**src/rtl/addr_ack_timer.sv**
```systemverilog
module addr_ack_timer #(
  parameter int BURST_BEATS = 4
) (
  input  logic clk,
  input  logic rst_n,
  input  logic addr_valid,
  input  logic addr_hit,
  input  logic addr_only,
  input  logic addr_burst,
  input  logic beat_valid,
  output logic ack_n,
  output logic data_queued
);
  localparam int CW = $clog2(BURST_BEATS + 1);
  localparam logic [CW-1:0] BURST_LAST = CW'(BURST_BEATS - 1);

  logic          open_v, open_own, open_burst;
  logic [CW-1:0] beat_cnt;
  logic          q_v, q_own, q_burst;
  logic          pnd_v;
  logic          ack_q;

  logic last_beat, busy, take, has_data, ack_now;

  assign last_beat = open_v & beat_valid &
                     (beat_cnt == (open_burst ? BURST_LAST : '0));
  assign busy      = open_v & ~last_beat;
  assign take      = addr_valid & ~q_v & ~pnd_v;
  assign has_data  = ~addr_only;
  assign ack_now   = pnd_v & open_own & last_beat;

  assign ack_n       = ~(ack_q | ack_now);
  assign data_queued = q_v;

  always_ff @(posedge clk) begin
    if (!rst_n) begin
      open_v     <= 1'b0;
      open_own   <= 1'b0;
      open_burst <= 1'b0;
      beat_cnt   <= '0;
      q_v        <= 1'b0;
      q_own      <= 1'b0;
      q_burst    <= 1'b0;
      pnd_v      <= 1'b0;
      ack_q      <= 1'b0;
    end else begin
      ack_q <= (take & addr_hit & ~busy) | (pnd_v & ~open_own & last_beat);

      if (pnd_v & last_beat)
        pnd_v <= 1'b0;
      else if (take & addr_hit & busy)
        pnd_v <= 1'b1;

      if (last_beat) begin
        beat_cnt <= '0;
        if (q_v) begin
          open_v     <= 1'b1;
          open_own   <= q_own;
          open_burst <= q_burst;
        end else if (take & has_data) begin
          open_v     <= 1'b1;
          open_own   <= addr_hit;
          open_burst <= addr_burst;
        end else begin
          open_v <= 1'b0;
        end
      end else if (take & has_data & ~open_v) begin
        open_v     <= 1'b1;
        open_own   <= addr_hit;
        open_burst <= addr_burst;
        beat_cnt   <= '0;
      end else if (open_v & beat_valid) begin
        beat_cnt <= beat_cnt + CW'(1);
      end

      if (last_beat)
        q_v <= 1'b0;
      else if (take & has_data & busy) begin
        q_v     <= 1'b1;
        q_own   <= addr_hit;
        q_burst <= addr_burst;
      end
    end
  end
endmodule

```
**config.mk**
```make
export PLATFORM = sky130hd
export DESIGN_NAME = addr_ack_timer
export DESIGN_NICKNAME = d
export VERILOG_FILES = /design/src/rtl/addr_ack_timer.sv
export SDC_FILE = /design/constraint.sdc
export NUM_CORES = 1
export LEC_CHECK = 0
export BUFFER_PORTS_ARGS = -buffer_cell sky130_fd_sc_hd__buf_2
export CAP_MARGIN = 10
export CORE_AREA = 2 2 39 41
export CTS_BUF_LIST = sky130_fd_sc_hd__clkbuf_4
export DETAILED_ROUTE_END_ITERATION = 16
export DIE_AREA = 0 0 41 43
export GPL_ROUTABILITY_DRIVEN = 0
export PLACE_DENSITY = 0.72
export SYNTH_ARGS = -nofsm -noshare
export SYNTH_HDL_FRONTEND = slang
export SYNTH_SLANG_ARGS = --single-unit
```
**constraint.sdc**
```tcl
create_clock -name clk -period 3 [get_ports clk]
set_input_delay 0.6 -clock clk [delete_from_list [all_inputs] [get_ports clk]]
set_output_delay 0.6 -clock clk [all_outputs]
set_load 0.02 [all_outputs]
```
==> impl_metrics.csv <==
group,metric,value,unit
sta,skew,0.000885,ns
worst_setup_path,ff2ff_path_depth,4,
floorplan,core.rowCount,14,
sta,rsz0062_at_grt,"false",
power_and_ir_drop,internal-power,0.232,mW
sta,worst_slack,0.727,ns
yosys,synth_cell_types,31,
sta,hold_violations,0,
detailed_routing,drc,0,
worst_setup_path,cp-endpoint,"ack_n",
yosys,synthFlopType,"dfxtp_1",
detailed_routing,avgViaCountPerCell,5.57,
placement,dpl.hpwl,861,um
sta,max_freq,0.440,GHz
clocking,postCtsSetupRepairBufs,0,
detailed_routing,wl_per_cell,12.4,um
yosys,seq_area_frac_synth,36.7,%
sta,slew_violations,0,
clocking,hold_buffers,0,
worst_setup_path,cp_data_required_time,2.40,ns
yosys,synth_edf_count,0,
detailed_routing,first_pass_iters,4,
worst_setup_path,r2r_start,"open_v$_SDFFE_PN0P_",
yosys,synthCells,67,
outcome,run_status,"complete, no violations",
floorplan,num_io_pins,9,
sta,worstMarginPinSlew,0.600,ns
worst_setup_path,startpoint,"open_v$_SDFFE_PN0P_",
clocking,clkTransAtPathRegs,0.07,ns
placement,io_buffer_count,8,
cells_and_area,drive_gt1_share,23.7,%
grt,antenna_found_initial,0,
power_and_ir_drop,powerDensity,465,nW/um^2
cells_and_area,layout_commonest_cell,"dfxtp_1",
floorplan,die_x,41,um
clocking,cts_max_path_buffers,2,
sta,fin_crit,2.27,ns
clocking,ctsResizeCount,0,
floorplan,fp.coreArea,1380,um^2
power_and_ir_drop,combPwrFrac,13.3,%
yosys,async_reset_ff_share,0,%
grt,grt_overflow,0,
detailed_routing,first_iter_violations,6,
yosys,synthTopCellsByArea,"dfxtp_1 37%, a221oi_4 4.4%, nand2_1 4.4%",
worst_setup_path,startpoint_type,"flip-flop",
sta,slew_headroom,59.5,%
yosys,ys_warn_count,0,
cells_and_area,areaGrowthSynthToFinish,12.9,%
sta,finalCritPeriodShare,75.8,%
yosys,avgSynthCellArea,8.95,um^2
clocking,clock_latency,0.27,ns
power_and_ir_drop,p_switching,0.0827,mW
detailed_routing,routed_wl,1140,um
power_and_ir_drop,clkPwrFrac,35.7,%
detailed_routing,vias,512,
hold_path,hp-class,"flip-flop to flip-flop",
clocking,root_buffer,"clkbuf_4",
power_and_ir_drop,p_total,0.315,mW
clocking,htree_levels,1,
grt,grt_pass1_vias,464,
yosys,synth_nets,75,
worst_setup_path,reg2reg_to,"open_own$_SDFFE_PN0P_",
grt,grtUsageTotal,16.0,%
power_and_ir_drop,ir_worst_vdd,0.240,mV
power_and_ir_drop,pwr-share-seq,51.1,%
floorplan,dieArea,1760,um^2
grt,grt_max_degree,15,
clocking,cts_tree,"done",
worst_setup_path,path_class,"flip-flop to primary output",
clocking,cts_made_buffers,3,
grt,grt_pass1_wl,1920,um
yosys,yosysTopAreaCell,"dfxtp_1",
cells_and_area,layout_common_cells,"11 x dfxtp_1, 8 x buf_2, 7 x nand2_1",
detailed_routing,ant_nets,0,
sta,fin_setup_tns,0,ns
power_and_ir_drop,p_leak,0.270,nW
power_and_ir_drop,swShare,26.3,%
worst_setup_path,end_kind,"primary output",
cells_and_area,diodes,0,
worst_setup_path,reg2reg_slack,1.24,ns
yosys,ys_seq_elements,11,
clocking,cts_sinks,11,
placement,dp_slack,0.946,ns
run,max_cap_violations,0,
yosys,netlist_area,599,um^2
floorplan,initial_core_util,43.3,%
cells_and_area,layout.nets,85,
worst_setup_path,crit_fanout,14,
worst_setup_path,critPathArrivalTime,1.67,ns
sta,finalSetupViolations,0,
floorplan,die_h,43,um
yosys,synth_top_area_share,36.7,%
[stage by stage]
step                      instance area, um^2  util (%)  hold slack [ns]  std cells
final                                     677      48.9            0.466         92
after floorplan                           599         -            0.434         67
after CTS                                 677      48.9            0.471         92
after global placement                    647      46.7            0.442         88
after global routing                      677      48.9            0.496         92
after detailed placement                  647      46.7            0.461         88
[Yosys cell counts, types with 2 or more instances]
| cell type | number |
|---|---|
| a21oi_1 | 4 |
| a31oi_1 | 2 |
| clkbuf_1 | 2 |
| dfxtp_1 | 11 |
| inv_1 | 3 |
| mux2_1 | 2 |
| nand2_1 | 7 |
| nand3_1 | 4 |
| nand3b_1 | 3 |
| nor2_1 | 6 |
| o21a_1 | 3 |
[power groups by stage]
stage	clock network, mW	logic (mW)	registers [mW]
4_1_cts	0.114	0.0419	0.161
2_1_floorplan	0	0.0335	0.161
6_report	0.112	0.0418	0.161
3_5_place_dp	0	0.0418	0.164
3_3_place_gp	0	0.0416	0.164
5_1_grt	0.119	0.0464	0.162
[cell families (layout without fill, tap and decap cells)]
kind of cell / after synthesis / in the layout / synth area share [%]
adder cells (fa/ha/maj): 1 / 1 / 2.09
flip-flops: 11 / 11 / 36.7
AND/OR/NAND/NOR: 25 / 25 / 22.3
multiplexers: 4 / 4 / 7.31
buffers and inverters: 6 / 15 / 3.97
XOR/XNOR: 1 / 1 / 1.46
AO/OA/AOI/OAI: 19 / 19 / 26.1
[flip-flops by register name (all words and copies together) (netlist names)]
register     count
data_queued      1
q_burst          1
open_v           1
open_own         1
ack_q            1
pnd_v            1
beat_cnt         3
open_burst       1
q_own            1
[worst min path at each step]
stage | endpoint | slack (ns) | cells past startpoint | startpoint
detailed placement | q_burst$_SDFFE_PN0P_ | 0.46 | 2 | q_burst$_SDFFE_PN0P_
global route | q_burst$_SDFFE_PN0P_ | 0.50 | 2 | q_burst$_SDFFE_PN0P_
floorplan | q_burst$_SDFFE_PN0P_ | 0.43 | 2 | q_burst$_SDFFE_PN0P_
finish | q_burst$_SDFFE_PN0P_ | 0.47 | 2 | q_burst$_SDFFE_PN0P_
CTS | q_burst$_SDFFE_PN0P_ | 0.47 | 2 | q_burst$_SDFFE_PN0P_
global placement | q_burst$_SDFFE_PN0P_ | 0.44 | 2 | q_burst$_SDFFE_PN0P_
[critical path, cell delays in order (launching register included)]
cell	delay (ns)
dfxtp_1	0.58
nand3b_1	0.23
a21o_2	0.28
inv_1	0.06
a31oi_1	0.07
buf_2	0.17
[cell type report]
class	instances	area [um^2]
Fill cell	135	707
Multi-Input combinational cell	50	355
Sequential cell	11	220
Timing Repair Buffer	8	40.0
Clock buffer	4	30.0
Tap cell	16	20.0
Inverter	3	11.3
[routing by layer]
| layer | wire length (um) | track usage, % | vias up | share of wire [%] |
|---|---|---|---|---|
| met2 | 550 | 22.8 | 8 | 48 |
| li1 | - | - | 264 | - |
| met5 | 0 | 0 | - | 0 |
| met3 | 28 | 3.14 | 3 | 2.5 |
| met4 | 29 | 10.0 | 0 | 2.5 |
| met1 | 531 | 21.0 | 237 | 47 |
No activity file was read; power rests on OpenSTA's default activity.
